`config.mk`:
```
export PLATFORM = sky130hd
export DESIGN_NAME = stack_push_seq
export DESIGN_NICKNAME = d
export VERILOG_FILES = /design/src/rtl/stack_push_pkg.sv /design/src/rtl/stack_push_ctrl.sv /design/src/rtl/stack_push_dp.sv /design/src/rtl/stack_push_seq.sv
export SDC_FILE = /design/constraint.sdc
export NUM_CORES = 1
export LEC_CHECK = 0
export ABC_CLOCK_PERIOD_IN_PS = 4100
export BUFFER_PORTS_ARGS = -buffer_cell sky130_fd_sc_hd__clkbuf_2
export CORE_MARGIN = 2
export CORE_UTILIZATION = 45
export CTS_BUF_LIST = sky130_fd_sc_hd__clkbuf_8
export CTS_CLUSTER_SIZE = 20
export DETAILED_ROUTE_END_ITERATION = 16
export PLACE_DENSITY_LB_ADDON = 0.25
export SLEW_MARGIN = 20
export SYNTH_ARGS = -nofsm -noshare
export SYNTH_HDL_FRONTEND = slang
export SYNTH_HIERARCHICAL = 1
export SYNTH_SLANG_ARGS = --single-unit
```
`constraint.sdc`:
```
create_clock -name clk -period 4.1 [get_ports clk]
set_input_delay 0.82 -clock clk [delete_from_list [all_inputs] [get_ports clk]]
set_output_delay 0.82 -clock clk [all_outputs]
set_load 0.005 [all_outputs]
```
`src/rtl/stack_push_pkg.sv`:
```
package stack_push_pkg;
  typedef enum logic {PS_IDLE, PS_SEND} pushState_e;

  typedef struct packed {
    logic latch;      // capture operands and width
    logic commit;     // final byte accepted: move the pointer
    logic loadLong;   // idle load of the long pointer
    logic loadShort;  // idle load of the short pointer
  } pushCtrl_t;
endpackage

```
`src/rtl/stack_push_ctrl.sv`:
```
module stack_push_ctrl
  import stack_push_pkg::*;
#(
  parameter int IDX_W       = 2,
  parameter int LONG_BYTES  = 3,
  parameter int SHORT_BYTES = 2
) (
  input  logic             clk,
  input  logic             rstN,
  input  logic             startPush,
  input  logic             longPtrWe,
  input  logic             shortPtrWe,
  input  logic             memReady,
  input  logic             opLong,
  output pushCtrl_t        ctrl,
  output logic [IDX_W-1:0] byteIdx,
  output logic             memWrite,
  output logic             busy,
  output logic             done
);
  pushState_e       state;
  logic [IDX_W-1:0] lastIdx;
  logic             isIdle;

  assign isIdle   = (state == PS_IDLE);
  assign lastIdx  = opLong ? IDX_W'(LONG_BYTES - 1) : IDX_W'(SHORT_BYTES - 1);
  assign memWrite = (state == PS_SEND);
  assign busy     = (state == PS_SEND);

  always_comb begin
    ctrl.latch     = isIdle && startPush;
    ctrl.commit    = memWrite && memReady && (byteIdx == lastIdx);
    ctrl.loadLong  = isIdle && !startPush && longPtrWe;
    ctrl.loadShort = isIdle && !startPush && shortPtrWe;
  end

  always_ff @(posedge clk) begin
    if (!rstN) begin
      state   <= PS_IDLE;
      byteIdx <= '0;
      done    <= 1'b0;
    end else begin
      done <= ctrl.commit;
      if (ctrl.latch) begin
        state   <= PS_SEND;
        byteIdx <= '0;
      end else if (memWrite && memReady) begin
        if (ctrl.commit) begin
          state   <= PS_IDLE;
          byteIdx <= '0;
        end else begin
          byteIdx <= byteIdx + 1'b1;
        end
      end
    end
  end


  done_single_chk: assert property (@(posedge clk) disable iff (!rstN)
    done |=> !done);


  strobe_hold_chk: assert property (@(posedge clk) disable iff (!rstN)
    (memWrite && !memReady) |=> memWrite);


  start_ignored_chk: assert property (@(posedge clk) disable iff (!rstN)
    (busy && startPush && !memReady) |=> (busy && $stable(byteIdx)));
endmodule

```
`src/rtl/stack_push_dp.sv`:
```
module stack_push_dp
  import stack_push_pkg::*;
#(
  parameter int LONG_W      = 24,
  parameter int SHORT_W     = 16,
  parameter int BYTE_W      = 8,
  parameter int IDX_W       = 2,
  parameter int LONG_BYTES  = 3,
  parameter int SHORT_BYTES = 2
) (
  input  logic                    clk,
  input  logic                    rstN,
  input  pushCtrl_t               ctrl,
  input  logic [LONG_W-1:0]       regValue,
  input  logic                    longMode,
  input  logic                    forceLong,
  input  logic                    forceShort,
  input  logic [LONG_W-SHORT_W-1:0] basePage,
  input  logic [LONG_W-1:0]       longPtrIn,
  input  logic [SHORT_W-1:0]      shortPtrIn,
  input  logic [IDX_W-1:0]        byteIdx,
  input  logic                    memWrite,
  input  logic                    memReady,
  output logic                    opLong,
  output logic [LONG_W-1:0]       memAddr,
  output logic [BYTE_W-1:0]       memData,
  output logic [LONG_W-1:0]       longPtr,
  output logic [SHORT_W-1:0]      shortPtr
);
  localparam int PAGE_W = LONG_W - SHORT_W;

  logic [LONG_W-1:0]  valueQ;
  logic [PAGE_W-1:0]  pageQ;
  logic               opLongQ;
  logic [LONG_W-1:0]  longPtrQ;
  logic [SHORT_W-1:0] shortPtrQ;
  logic               wantLong;
  logic [LONG_W-1:0]  longAddr;
  logic [SHORT_W-1:0] shortAddr;
  logic [IDX_W-1:0]   byteSel;
  logic [BYTE_W-1:0]  valueBytes [LONG_BYTES];

  // override priority: long override, then short override, then mode bit
  assign wantLong = forceLong || (!forceShort && longMode);

  for (genvar g = 0; g < LONG_BYTES; g++) begin : g_bytes
    assign valueBytes[g] = valueQ[g*BYTE_W +: BYTE_W];
  end

  assign longAddr  = longPtrQ - LONG_W'(byteIdx) - LONG_W'(1);
  assign shortAddr = shortPtrQ - SHORT_W'(byteIdx) - SHORT_W'(1);
  assign byteSel   = (opLongQ ? IDX_W'(LONG_BYTES - 1) : IDX_W'(SHORT_BYTES - 1)) - byteIdx;
  assign memAddr   = opLongQ ? longAddr : {pageQ, shortAddr};
  assign memData   = valueBytes[byteSel];
  assign opLong    = opLongQ;
  assign longPtr   = longPtrQ;
  assign shortPtr  = shortPtrQ;

  always_ff @(posedge clk) begin
    if (!rstN) begin
      valueQ    <= '0;
      pageQ     <= '0;
      opLongQ   <= 1'b0;
      longPtrQ  <= '0;
      shortPtrQ <= '0;
    end else begin
      if (ctrl.latch) begin
        valueQ  <= regValue;
        pageQ   <= basePage;
        opLongQ <= wantLong;
      end
      if (ctrl.commit) begin
        if (opLongQ) longPtrQ  <= longPtrQ - LONG_W'(LONG_BYTES);
        else         shortPtrQ <= shortPtrQ - SHORT_W'(SHORT_BYTES);
      end
      if (ctrl.loadLong)  longPtrQ  <= longPtrIn;
      if (ctrl.loadShort) shortPtrQ <= shortPtrIn;
    end
  end


  addr_data_hold_chk: assert property (@(posedge clk) disable iff (!rstN)
    (memWrite && !memReady) |=> ($stable(memAddr) && $stable(memData)));


  long_keeps_short_chk: assert property (@(posedge clk) disable iff (!rstN)
    (ctrl.commit && opLongQ) |=> $stable(shortPtrQ));


  short_keeps_long_chk: assert property (@(posedge clk) disable iff (!rstN)
    (ctrl.commit && !opLongQ) |=> $stable(longPtrQ));
endmodule

```
`src/rtl/stack_push_seq.sv`:
```
module stack_push_seq
  import stack_push_pkg::*;
#(
  parameter int LONG_W  = 24,
  parameter int SHORT_W = 16,
  parameter int BYTE_W  = 8
) (
  input  logic                      clk,
  input  logic                      rstN,
  input  logic                      startPush,
  input  logic [LONG_W-1:0]         regValue,
  input  logic                      longMode,
  input  logic                      forceLong,
  input  logic                      forceShort,
  input  logic [LONG_W-SHORT_W-1:0] basePage,
  input  logic                      longPtrWe,
  input  logic [LONG_W-1:0]         longPtrIn,
  input  logic                      shortPtrWe,
  input  logic [SHORT_W-1:0]        shortPtrIn,
  output logic [LONG_W-1:0]         memAddr,
  output logic [BYTE_W-1:0]         memData,
  output logic                      memWrite,
  input  logic                      memReady,
  output logic                      busy,
  output logic                      done,
  output logic [LONG_W-1:0]         longPtr,
  output logic [SHORT_W-1:0]        shortPtr
);
  localparam int LONG_BYTES  = LONG_W / BYTE_W;
  localparam int SHORT_BYTES = SHORT_W / BYTE_W;
  localparam int IDX_W       = $clog2(LONG_BYTES);

  pushCtrl_t        ctrl;
  logic [IDX_W-1:0] byteIdx;
  logic             opLong;

  stack_push_ctrl #(
    .IDX_W(IDX_W), .LONG_BYTES(LONG_BYTES), .SHORT_BYTES(SHORT_BYTES)
  ) u_ctrl (
    .clk(clk), .rstN(rstN), .startPush(startPush),
    .longPtrWe(longPtrWe), .shortPtrWe(shortPtrWe),
    .memReady(memReady), .opLong(opLong), .ctrl(ctrl),
    .byteIdx(byteIdx), .memWrite(memWrite), .busy(busy), .done(done)
  );

  stack_push_dp #(
    .LONG_W(LONG_W), .SHORT_W(SHORT_W), .BYTE_W(BYTE_W), .IDX_W(IDX_W),
    .LONG_BYTES(LONG_BYTES), .SHORT_BYTES(SHORT_BYTES)
  ) u_dp (
    .clk(clk), .rstN(rstN), .ctrl(ctrl), .regValue(regValue),
    .longMode(longMode), .forceLong(forceLong), .forceShort(forceShort),
    .basePage(basePage), .longPtrIn(longPtrIn), .shortPtrIn(shortPtrIn),
    .byteIdx(byteIdx), .memWrite(memWrite), .memReady(memReady),
    .opLong(opLong), .memAddr(memAddr), .memData(memData),
    .longPtr(longPtr), .shortPtr(shortPtr)
  );
endmodule

```
## Word level (Yosys, flattened, before mapping)

Cells that the tools add are included.
Widths: inputs -> output; s select.

- Output and inout bits: 75
- Bits in registers: 77
- Bits of input ports: 81
- Logic and storage cells: 56

- Add/sub/neg operators: 8
- Eq/ne operators: 2
- Muxes and demuxes: 15
- Reduce and logical (&&, ||, !) cells: 19
- Bitwise operators: 3
- $lt $le $gt $ge: 1

Operators with widths:

| kind | number |
|---|---|
| $mux 24 | 4 |
| $mux 16 | 3 |
| $sub 24x1->24 const B | 1 |
| $sub 24x2->24 | 1 |
| $sub 24x2->24 const B | 1 |
| $bmux 8 s2 | 1 |
| $mux 8 | 2 |
| $sub 16x1->16 const B | 1 |
| $sub 16x2->16 | 1 |
| $sub 16x2->16 const B | 1 |
| $reduce_bool 2->1 | 5 |
| $logic_and 1x1->1 | 7 |
| $reduce_and 2->1 | 3 |
| $mux 2 | 2 |
| $ge 3x3->1 const B | 1 |
| $mux 1 | 3 |
| $not 2->3 | 1 |
| $add 2x1->2 const B | 1 |
| $eq 2x2->1 | 1 |
| $logic_not 1->1 | 2 |
| $ne 2x2->1 const B | 1 |
| $not 1->1 | 2 |
| $reduce_or 2->1 | 1 |
| $sub 2x2->2 | 1 |
| $logic_or 1x1->1 | 1 |

## Logic depth before layout (Yosys ltp)

Gate-level depths: netlist of the first run.

- Depth in word-level cells: 6
- Depth in mapped cells: 8
- Mapped depth without buffers: 8

## Cells and area by module

Netlist of the first run, hierarchy kept.

By module, submodules not included:

| module | times used | cells each | sequential area each (µm²) | area an instance (µm²) |
|---|---|---|---|---|
| stack_push_dp | 1 | 533 | 1461.4 | 4605.7 |
| stack_push_ctrl | 1 | 25 | 80.1 | 217.7 |

## Least setup slack after synthesis of the first run

OpenSTA, ideal clock, no wires.

- Path kind: flip-flop to output port
- From: reg u_ctrl.byteIdx[0]
- To: out memAddr[14]
- Stages on the path, launching flop included: 9
- Arrival time: 2.055 ns
- Required time: 3.280 ns
- Slack: 1.225 ns
- Cells stage by stage: dfxtp_1 inv_1 ha_1 fa_1 nor3_1 nand2_1 nor4_1 xnor2_1 mux2i_1

- Word-level cells in the longest chain between the ends: 3
- Elaborated cells on any way between the ends: 5
- Those cells by class: add/sub: 4; mux: 1

RTL lines:

| what | RTL line | RTL |
|---|---|---|
| from (decl) | stack_push_ctrl.sv:16 | `output logic [IDX_W-1:0] byteIdx,` |
| from (signal assigned) | stack_push_ctrl.sv:52 | `byteIdx <= byteIdx + 1'b1;` |
| $sub 24x2->24 or $sub 16x2->16 (tied branches) | stack_push_dp.sv:50, stack_push_dp.sv:51 |  |
| $sub 24x1->24 or $sub 16x1->16 (tied branches) | stack_push_dp.sv:50, stack_push_dp.sv:51 |  |
| $mux 24 (*) | stack_push_dp.sv:53 | `assign memAddr = opLongQ ? longAddr : {pageQ, shortAddr};` |
| to (decl) | stack_push_seq.sv:20 | `output logic [LONG_W-1:0] memAddr,` |

Every way passes the cells marked *; elsewhere a longest branch is shown, timed or not.

## Worst setup path after layout of the first run

- From: reg u_ctrl.byteIdx[0]
- To: out memData[2]

- Word-level cells in the longest chain between the ends: 5

RTL lines:

| what | RTL line | RTL |
|---|---|---|
| $sub 2x2->2 | stack_push_dp.sv:52 | `assign byteSel = (opLongQ ? IDX_W'(LONG_BYTES - 1) : IDX_W'(SHORT_BYTES - 1)) - byteIdx;` |
| $not 2->3 (implied by the code) | stack_push_dp.sv:54 | `assign memData = valueBytes[byteSel];` |
| $bmux 8 s2 | stack_push_dp.sv:54 |  |
| $mux 8 (implied by the code) (2 in series) | stack_push_dp.sv:54 |  |
| to (decl) | stack_push_seq.sv:21 | `output logic [BYTE_W-1:0] memData,` |

No other way between the ends. The select of a mux whose other input is x is not followed.

==> summary.txt, run 1 <==
Run status
  • Status: finished clean

Layout
  • Final Util: 56.4%
  • Footprint of the multi-input gates: 3080 um^2
  • Share of layout cells above drive strength 1: 29.4%
  • Storage element area: 1540 um^2
  • Commonest non-fill, non-tap cells in the layout: 155 x clkbuf_2, 76 x dfxtp_1, 43 x a21oi_1, 42 x mux2i_1, 39 x nor2_1
  • Fill count: 994
  • Layout overhead on the synthesized area: 21.3%
  • Commonest non-fill, non-tap cell in the layout: clkbuf_2
  • Antenna cells: 0
  • Final std cells w/o fill: 833
  • # nets final: 782
  • Fin area: 5850 um^2

Drt
  • WL/cell: 15.8 um
  • Total Routed Length: 13,200 um
  • Detailed Routing Iterations Pass 1: 5
  • Via density: 5.41
  • Routed Antenna Nets: 0
  • Drc violations: 0
  • Via count: 4,504
  • Initial DRC count: 274

Yosys
  • FF+latch count, synth: 77
  • Syn_nets: 648
  • Ys async rst share: 0%
  • Post-Syn Area per Cell: 8.64 um^2
  • Post-synth EDFFs: 0
  • Cells after Synth: 558
  • Ys flop type: dfxtp_1
  • YS warnings: 6
  • Synthesized area: 4820 um^2
  • Seq/Total Area, Yosys: 32.0%
  • Synth cell types: 53

GRT
  • Overall Global Routing Usage: 22.7%
  • Initial antenna violation count: 0
  • Global-route wire length before repair: 20,800 um
  • Vias in the first global route: 4,230
  • Pin count of the biggest net entering global routing: 49
  • Total congestion overflow: 0

Timing
  • Max-slew headroom: 36.1%
  • Skew final: 4.72 ps
  • Final worst path period share: 90.1%
  • Max Clock Freq: 271 MHz
  • Worst-Margin Slew: 951 ps
  • Final hold vios: 0
  • Final setup vio count: 0
  • Max Slew Vio Count: 0
  • RSZ-0062 raised after global routing: false
  • Fin crit period: 3690 ps
  • TNS Setup: 0 ps
  • Hold Worst Slack: 524 ps

Setup path
  • Required @ worst endpoint: 3280 ps
  • Max FO, Critical Path: 9
  • Crit start category: flop
  • Worst setup EP type: primary output
  • Worst EP arrival: 2870 ps
  • Crit Path Category: reg2out

Clocking
  • Clk slew on worst S/H paths: 90 ps
  • H-tree levels: 3
  • Max clock buf depth: 2
  • Hold Buf Count CTS: 0
  • Inserted Clock Buffers: 9
  • Setup Buffers After CTS: 0
  • Clock root cell: clkbuf_8
  • CTS Sinks: 77
  • Post-cts gate resize count: 0
  • CTS tree: yes
  • Clk_lat worst skew: 360 ps

Die
  • Initial Utilization: 46.5%
  • FP Rows: 37
  • Die Height: 108 um
  • CORE AREA: 10,400 um^2
  • Die width: 108 um
  • Ports: 156
  • Die ar.: 11,600 um^2

Job
  • Number of max-cap violations: 0

Placed design
  • Detailed Place HPWL: 9860 um
  • Port bufs: 155
  • Final GP Congestion: 0.905
  • Placed cells: 817
  • Placed Area: 5670 um^2

Hold path
  • HP Class: reg2reg

Power and ir drop
  • Power per cell area: 341 nW/um^2
  • VDD IR max: 189 uV
  • Leakage power: 2.56 nW
## flip-flops by register name, summed over array words and instances (netlist names)
register	count
u_dp/longPtr	24
u_dp/valueQ	24
u_dp/shortPtr	16
u_dp/pageQ	8
u_ctrl/byteIdx	2
u_ctrl/busy	1
u_ctrl/done	1
u_dp/opLong	1
## logic make-up (layout without fill, tap and decap cells)
family          after synthesis  after routing  synth area share [%]
compound gates              108            108                  13.7
xor+xnor                     71             71                  12.9
fa+ha+maj                     9              9                  2.65
buf+inv                      50            189                  4.44
flops                        77             77                  32.0
mux                          52             52                  11.1
simple gates                191            191                  23.3
## routing by layer
layer | track usage [%] | vias to the layer above | wire, um
met4 | 8.42 | 0 | 318
met5 | 0 | - | 0
met1 | 29.2 | 2096 | 5700
met3 | 5.69 | 25 | 831
li1 | - | 2216 | -
met2 | 36.7 | 167 | 6310
## power by group
| group | switching, mW | internal [mW] | total (mW) |
|---|---|---|---|
| Combinational | 0.311 | 0.274 | 0.585 |
| Sequential | 0.0647 | 0.793 | 0.858 |
| Clock | 0.310 | 0.241 | 0.551 |
## layout make-up
type,count,area share [%]
Clock inverter,6,0.791
Clock buffer,10,2.35
Multi-Input combinational cell,431,52.6
Timing Repair Buffer,164,14.4
Inverter,9,0.578
Sequential cell,77,26.4
Tap cell,136,2.91
## metrics by stage
stage	power, mW	setup slack, ps
after floorplan	1.25	1230
after global placement	1.44	891
final	1.99	406
after CTS	2.01	379
after global routing	2.11	148
after detailed placement	1.46	801
## synthesized netlist by cell type (10+ instances only)
cell type	instances	area, um^2
a21oi_1	43	215
clkbuf_1	32	120
dfxtp_1	77	1540
mux2_2	10	113
mux2i_1	42	420
nand2_1	27	101
nand3_1	14	70.1
nor2_1	39	146
nor2b_1	38	238
nor3_1	10	50.1
nor4_1	11	68.8
o21ai_0	38	190
xnor2_1	34	298
xor2_1	37	324
## path summary, 6_finish.rpt
check,to,startpoint,cells after the start,slack [ps]
setup reg to reg,u_dp/shortPtr[15],u_dp/opLong,8,1220
hold reg to reg,u_dp/valueQ[23],u_dp/valueQ[23],2,520
setup / recovery,memData[2],u_ctrl/byteIdx[0],6,410
hold / removal,u_dp/valueQ[23],u_dp/valueQ[23],2,520
## worst max-delay path, cell delays in order, from the launching register on
cell	delay, ps
dfxtp_1	370
ha_1	230
xor2_1	150
xnor2_1	750
nor2b_1	630
a22o_1	270
clkbuf_2	120
(Power assumes the default switching activity.)
==> run 2, diff against run 1 <==
--- a/config.mk
+++ b/config.mk
@@ -7,6 +7,7 @@
 export LEC_CHECK = 0
 export ABC_CLOCK_PERIOD_IN_PS = 4100
 export BUFFER_PORTS_ARGS = -buffer_cell sky130_fd_sc_hd__clkbuf_2
+export CORE_ASPECT_RATIO = 0.75
 export CORE_MARGIN = 2
 export CORE_UTILIZATION = 45
 export CTS_BUF_LIST = sky130_fd_sc_hd__clkbuf_8
==> run 2 against run 1 <==
Against the previous run: critical path depth unchanged; global-route usage increased by 1.8 points; worst hold slack better by 3.8 ps; utilization increased by 0.060 points; sequential share of layout area barely moved; routed wire length is 6.0% higher; combinational power rose by 2%; non-clock buffer count down 3; setup slack gained 1.5 ps; cell count decreased by 0.36%; clock skew grew 15 ps; cell area is 0.11% higher.
==> summary.txt, run 2 (same netlist as run 1, synthesis figures left out) <==
Placed design
  • Final GP Congestion: 0.885 (-2.2%)
  • Port bufs: 155 (unchanged)
  • Detailed Place HPWL: 10,400 um (+5.4%)

Layout
  • Final Util: 56.5% (+0.060 points)
  • Commonest non-fill, non-tap cell in the layout: clkbuf_2
  • Antenna cells: 0 (unchanged)
  • Commonest non-fill, non-tap cells in the layout: 155 x clkbuf_2, 76 x dfxtp_1, 43 x a21oi_1, 42 x mux2i_1, 39 x nor2_1
  • # nets final: 779 (-0.38%)
  • Layout overhead on the synthesized area: 21.4%
  • Share of layout cells above drive strength 1: 28.8% (-0.59 points)

Setup path
  • Crit Path Category: reg2out
  • Reg2reg start: u_dp/opLong
  • R2R cell count: 8 (unchanged)
  • Worst EP arrival: 2870 ps (about the same)
  • Crit start category: flop
  • Critical Path Stages: 6 (unchanged)
  • Required @ worst endpoint: 3280 ps (about the same)
  • Slack of the worst reg-to-reg path: 1000 ps (-220 ps)
  • FF-to-FF End: u_dp/shortPtr[15]
  • WP buf/inv: 1 (unchanged)
  • Top delay family on crit path: XOR/XNOR gates
  • Crit path cell chain: ha_1 > xor2_1 > xnor2_1 > nor2b_1 > a22o_1 > clkbuf_2
  • CP max stage delay: 750 ps (about the same)
  • Setup crit end: memData[4]
  • Worst setup EP type: primary output
  • Max FO, Critical Path: 9 (unchanged)
  • CP max-delay cell: xnor2_1
  • Start point of the critical path: u_ctrl/byteIdx[0]

Timing
  • TNS Setup: 0 ps (unchanged)
  • Skew final: 19.4 ps (+14.6 ps)
  • Final hold vios: 0 (unchanged)
  • RSZ-0062 raised after global routing: false
  • Final worst path period share: 90.1% (about the same)
  • Fin crit period: 3690 ps (-1.47 ps)
  • Final setup vio count: 0 (unchanged)
  • Max Slew Vio Count: 0 (unchanged)
  • Max Clock Freq: 271 MHz (about the same)
  • Max-slew headroom: 36.5% (+0.40 points)
  • Worst-Margin Slew: 945 ps (-5.91 ps)

GRT
  • Vias in the first global route: 4,248 (+0.43%)
  • Initial antenna violation count: 0 (unchanged)
  • Total congestion overflow: 0 (unchanged)
  • Global-route wire length before repair: 22,000 um (+5.7%)
  • Overall Global Routing Usage: 24.5% (+1.8 points)
  • Pin count of the biggest net entering global routing: 57 (+16%)

Job
  • Number of max-cap violations: 0 (unchanged)

Drt
  • Routed Antenna Nets: 0 (unchanged)
  • Drc violations: 0 (unchanged)
  • Via count: 4,498 (-0.13%)
  • Via density: 5.42 (+0.23%)
  • Total Routed Length: 14,000 um (+6.0%)
  • Initial DRC count: 443 (+62%)
  • WL/cell: 16.8 um (+6.4%)
  • Detailed Routing Iterations Pass 1: 6 (+1)

Die
  • Initial Utilization: 46.5% (unchanged)
  • Die Height: 93.7 um (-13%)
  • CORE AREA: 10,400 um^2 (unchanged)
  • Ports: 156 (unchanged)
  • FP Rows: 32 (-14%)
  • Die ar.: 11,600 um^2 (about the same)
  • Die width: 124 um (+15%)

Clocking
  • Hold Buf Count CTS: 0 (unchanged)
  • Clock root cell: clkbuf_8
  • Inserted Clock Buffers: 9 (unchanged)
  • Clk_lat worst skew: 360 ps (about the same)
  • Post-cts gate resize count: 0 (unchanged)
  • CTS tree: yes
  • Max clock buf depth: 2 (unchanged)
  • Clk slew on worst S/H paths: 80 ps (about the same)
  • Setup Buffers After CTS: 0 (unchanged)
  • CTS Sinks: 77 (unchanged)
  • H-tree levels: 3 (unchanged)

Run status
  • Status: finished clean

Power and ir drop
  • VDD IR max: 174 uV (-8.3%)
  • Leakage power: 2.57 nW (+0.29%)
  • Power per cell area: 348 nW/um^2 (+2.0%)

Hold path
  • HP Class: reg2reg
==> run 2: tightest hold or removal path, delay by kind of cell, from the launching register on <==
kind | cells | cell delay [ps]
mux | 1 | 70
flops | 1 | 330
simple gates | 1 | 100
==> run 2: metrics by stage <==
stage | instances | setup slack (ps) | cell area [um^2] | power, mW | hold slack [ps]
after CTS | 829 | 439 | 5830 | 2.04 | 528
after detailed placement | 813 | 834 | 5640 | 1.47 | 509
after global routing | 830 | 197 | 5860 | 2.15 | 553
final | 830 | 407 | 5860 | 2.04 | 527
after floorplan | 558 | 1230 | 4820 | 1.25 | 477
after global placement | 813 | 927 | 5640 | 1.45 | 492
==> run 2: per-layer routing <==
metal	global-route usage (%)	vias up	wire, um
met1	35.7	2110	6910
met5	0	-	0
met3	5.89	14	915
li1	-	2208	-
met2	36.1	166	5990
met4	6.34	0	144
==> run 2: cell type report <==
class / count / area (um^2)
Fill cell: 986 / 4510
Multi-Input combinational cell: 431 / 3080
Sequential cell: 77 / 1540
Timing Repair Buffer: 161 / 841
Tap cell: 136 / 170
Clock buffer: 10 / 138
Clock inverter: 6 / 55.1
Inverter: 9 / 33.8
==> run 2: how the worst min path moves through the flow <==
| stage | startpoint | to | slack, ps | depth (start not counted) |
|---|---|---|---|---|
| 2_1_floorplan | u_dp/valueQ[0] | u_dp/valueQ[0] | 480 | 2 |
| 3_3_place_gp | u_dp/valueQ[7] | u_dp/valueQ[7] | 490 | 2 |
| 3_5_place_dp | u_dp/valueQ[12] | u_dp/valueQ[12] | 510 | 2 |
| 4_1_cts | u_dp/valueQ[8] | u_dp/valueQ[8] | 530 | 2 |
| 5_1_grt | u_dp/valueQ[12] | u_dp/valueQ[12] | 550 | 2 |
| 6_report | u_dp/valueQ[16] | u_dp/valueQ[16] | 530 | 2 |
==> run 2: where the power goes <==
group / internal (mW) / leakage, nW / total, mW / switching, mW
sequential: 0.794 / 0.632 / 0.863 / 0.0694
combinational: 0.276 / 1.83 / 0.598 / 0.323
clock: 0.292 / 0.105 / 0.575 / 0.283
total: 1.36 / 2.57 / 2.04 / 0.675
==> run 3, diff against run 2 <==
--- a/config.mk
+++ b/config.mk
@@ -7,9 +7,11 @@
 export LEC_CHECK = 0
 export ABC_CLOCK_PERIOD_IN_PS = 4100
 export BUFFER_PORTS_ARGS = -buffer_cell sky130_fd_sc_hd__clkbuf_2
+export CELL_PAD_IN_SITES_DETAIL_PLACEMENT = 0
+export CELL_PAD_IN_SITES_GLOBAL_PLACEMENT = 1
 export CORE_ASPECT_RATIO = 0.75
 export CORE_MARGIN = 2
-export CORE_UTILIZATION = 45
+export CORE_UTILIZATION = 42
 export CTS_BUF_LIST = sky130_fd_sc_hd__clkbuf_8
 export CTS_CLUSTER_SIZE = 20
 export DETAILED_ROUTE_END_ITERATION = 16
==> run 3 against run 2 <==
Against the previous run: global-route usage down 2.0 points; critical path depth stayed put; largest power group unchanged; cell count is 0.48% higher; setup slack lost 48 ps; combinational power down 2%; largest cell class unchanged.
==> summary.txt, run 3 (same netlist as run 1, synthesis figures left out) <==
Setup path
  • Crit start category: flop
  • Worst EP arrival: 2920 ps (+50 ps)
  • Crit Path Category: reg2out
  • Worst setup EP type: primary output
  • Max FO, Critical Path: 16 (+7)
  • R2R cell count: 8 (unchanged)
  • Required @ worst endpoint: 3280 ps (about the same)

Timing
  • Final hold vios: 0 (unchanged)
  • Max Slew Vio Count: 0 (unchanged)
  • Max Clock Freq: 267 MHz (-1.3%)
  • RSZ-0062 raised after global routing: false
  • Worst-Margin Slew: 1010 ps (+66.2 ps)
  • Max-slew headroom: 32.1% (-4.4 points)
  • Skew final: 10.8 ps (-8.58 ps)
  • Fin crit period: 3740 ps (+48.4 ps)
  • Final worst path period share: 91.2% (+1.2 points)
  • Final setup vio count: 0 (unchanged)
  • TNS Setup: 0 ps (unchanged)

GRT
  • Initial antenna violation count: 0 (unchanged)
  • Overall Global Routing Usage: 22.6% (-2.0 points)
  • Total congestion overflow: 0 (unchanged)
  • Vias in the first global route: 4,122 (-3.0%)
  • Pin count of the biggest net entering global routing: 48 (-16%)
  • Global-route wire length before repair: 22,400 um (+1.6%)

Drt
  • Via density: 5.25 (-3.1%)
  • Detailed Routing Iterations Pass 1: 4 (-2)
  • Initial DRC count: 227 (-49%)
  • WL/cell: 16.3 um (-2.9%)
  • Total Routed Length: 13,600 um (-2.5%)
  • Routed Antenna Nets: 0 (unchanged)
  • Drc violations: 0 (unchanged)
  • Via count: 4,378 (-2.7%)

Clocking
  • Clk slew on worst S/H paths: 90 ps (about the same)
  • Clock root cell: clkbuf_8
  • Max clock buf depth: 2 (unchanged)
  • Setup Buffers After CTS: 0 (unchanged)
  • CTS tree: yes
  • Post-cts gate resize count: 0 (unchanged)
  • Hold Buf Count CTS: 0 (unchanged)
  • H-tree levels: 3 (unchanged)
  • Inserted Clock Buffers: 9 (unchanged)
  • CTS Sinks: 77 (unchanged)
  • Clk_lat worst skew: 360 ps (about the same)

Layout
  • Commonest non-fill, non-tap cells in the layout: 155 x clkbuf_2, 76 x dfxtp_1, 43 x a21oi_1, 42 x mux2i_1, 39 x nor2_1
  • Layout overhead on the synthesized area: 21.4% (about the same)
  • Commonest non-fill, non-tap cell in the layout: clkbuf_2
  • Antenna cells: 0 (unchanged)
  • Share of layout cells above drive strength 1: 29.1% (+0.29 points)
  • # nets final: 780 (+0.13%)

Die
  • CORE AREA: 11,100 um^2 (+6.7%)
  • Ports: 156 (unchanged)
  • Initial Utilization: 43.6% (-2.9 points)
  • FP Rows: 33 (+3.1%)
  • Die ar.: 12,400 um^2 (+6.9%)
  • Die width: 128 um (+3.4%)
  • Die Height: 96.8 um (+3.4%)

Power and ir drop
  • Power per cell area: 348 nW/um^2 (+0.20%)
  • VDD IR max: 175 uV (+0.73%)
  • Total power: 2.04 mW (+0.18%)
  • Leakage power: 2.57 nW (-0.22%)

Placed design
  • Port bufs: 155 (unchanged)
  • Detailed Place HPWL: 10,400 um (+0.52%)
  • Final GP Congestion: 0.906 (+2.4%)

Run status
  • Status: finished clean

Hold path
  • WHS Path Cells: 2 (unchanged)
  • HP Class: reg2reg

Job
  • Number of max-cap violations: 0 (unchanged)
## run 3: changes by cell type in the layout (fill, tap and decap cells not counted)
cell      change
buf_16        -1
buf_4         +2
clkbuf_8      +1
inv_1         -2
## run 3: final timing paths
check / slack [ps] / from / endpoint
max: 360 / u_dp/longPtr[2] / memAddr[18]
min: 520 / u_dp/valueQ[7] / u_dp/valueQ[7]
max reg2reg: 1100 / u_dp/opLong / u_dp/shortPtr[15]
min reg2reg: 520 / u_dp/valueQ[7] / u_dp/valueQ[7]
## run 3: where the power goes
group	internal, mW	switching, mW
Clock	0.309	0.283
Sequential	0.793	0.0662
Combinational	0.271	0.317
## run 3: critical path, stage by stage (launching register included)
cell      delay [ps]
dfxtp_1          410
or4_1            720
nor4_4           640
nor4b_2          350
xnor2_1          110
a21oi_1          190
clkbuf_2         140
## run 3: cell type report
type                       instances  area (um^2)
multi-input combinational        431         3080
tap                              140          175
fill                            1071         5210
inverter                           9         33.8
clock buffer                      11          151
timing repair buffer             162          828
clock inverter                     4         47.5
sequential                        77         1540
## run 3: layer usage
metal | part of all wire (%) | wire length, um | global-route usage (%) | vias up
li1 | - | - | - | 2207
met1 | 52 | 7100 | 34.8 | 2018
met2 | 39 | 5360 | 30.2 | 137
met3 | 6.6 | 894 | 6.08 | 16
met4 | 1.9 | 254 | 6.51 | 0
met5 | 0 | 0 | 0 | -
## run 3: through the flow
stage               utilization (%)  cell area [um^2]  setup slack, ps  cells  hold WS [ps]
floorplan                         -              4820             1230    558           477
global placement               51.1              5660              807    819           493
detailed placement             51.1              5660              754    819           502
CTS                            52.9              5850              326    834           524
global route                   52.9              5850              137    834           542
finish                         52.9              5850              359    834           520
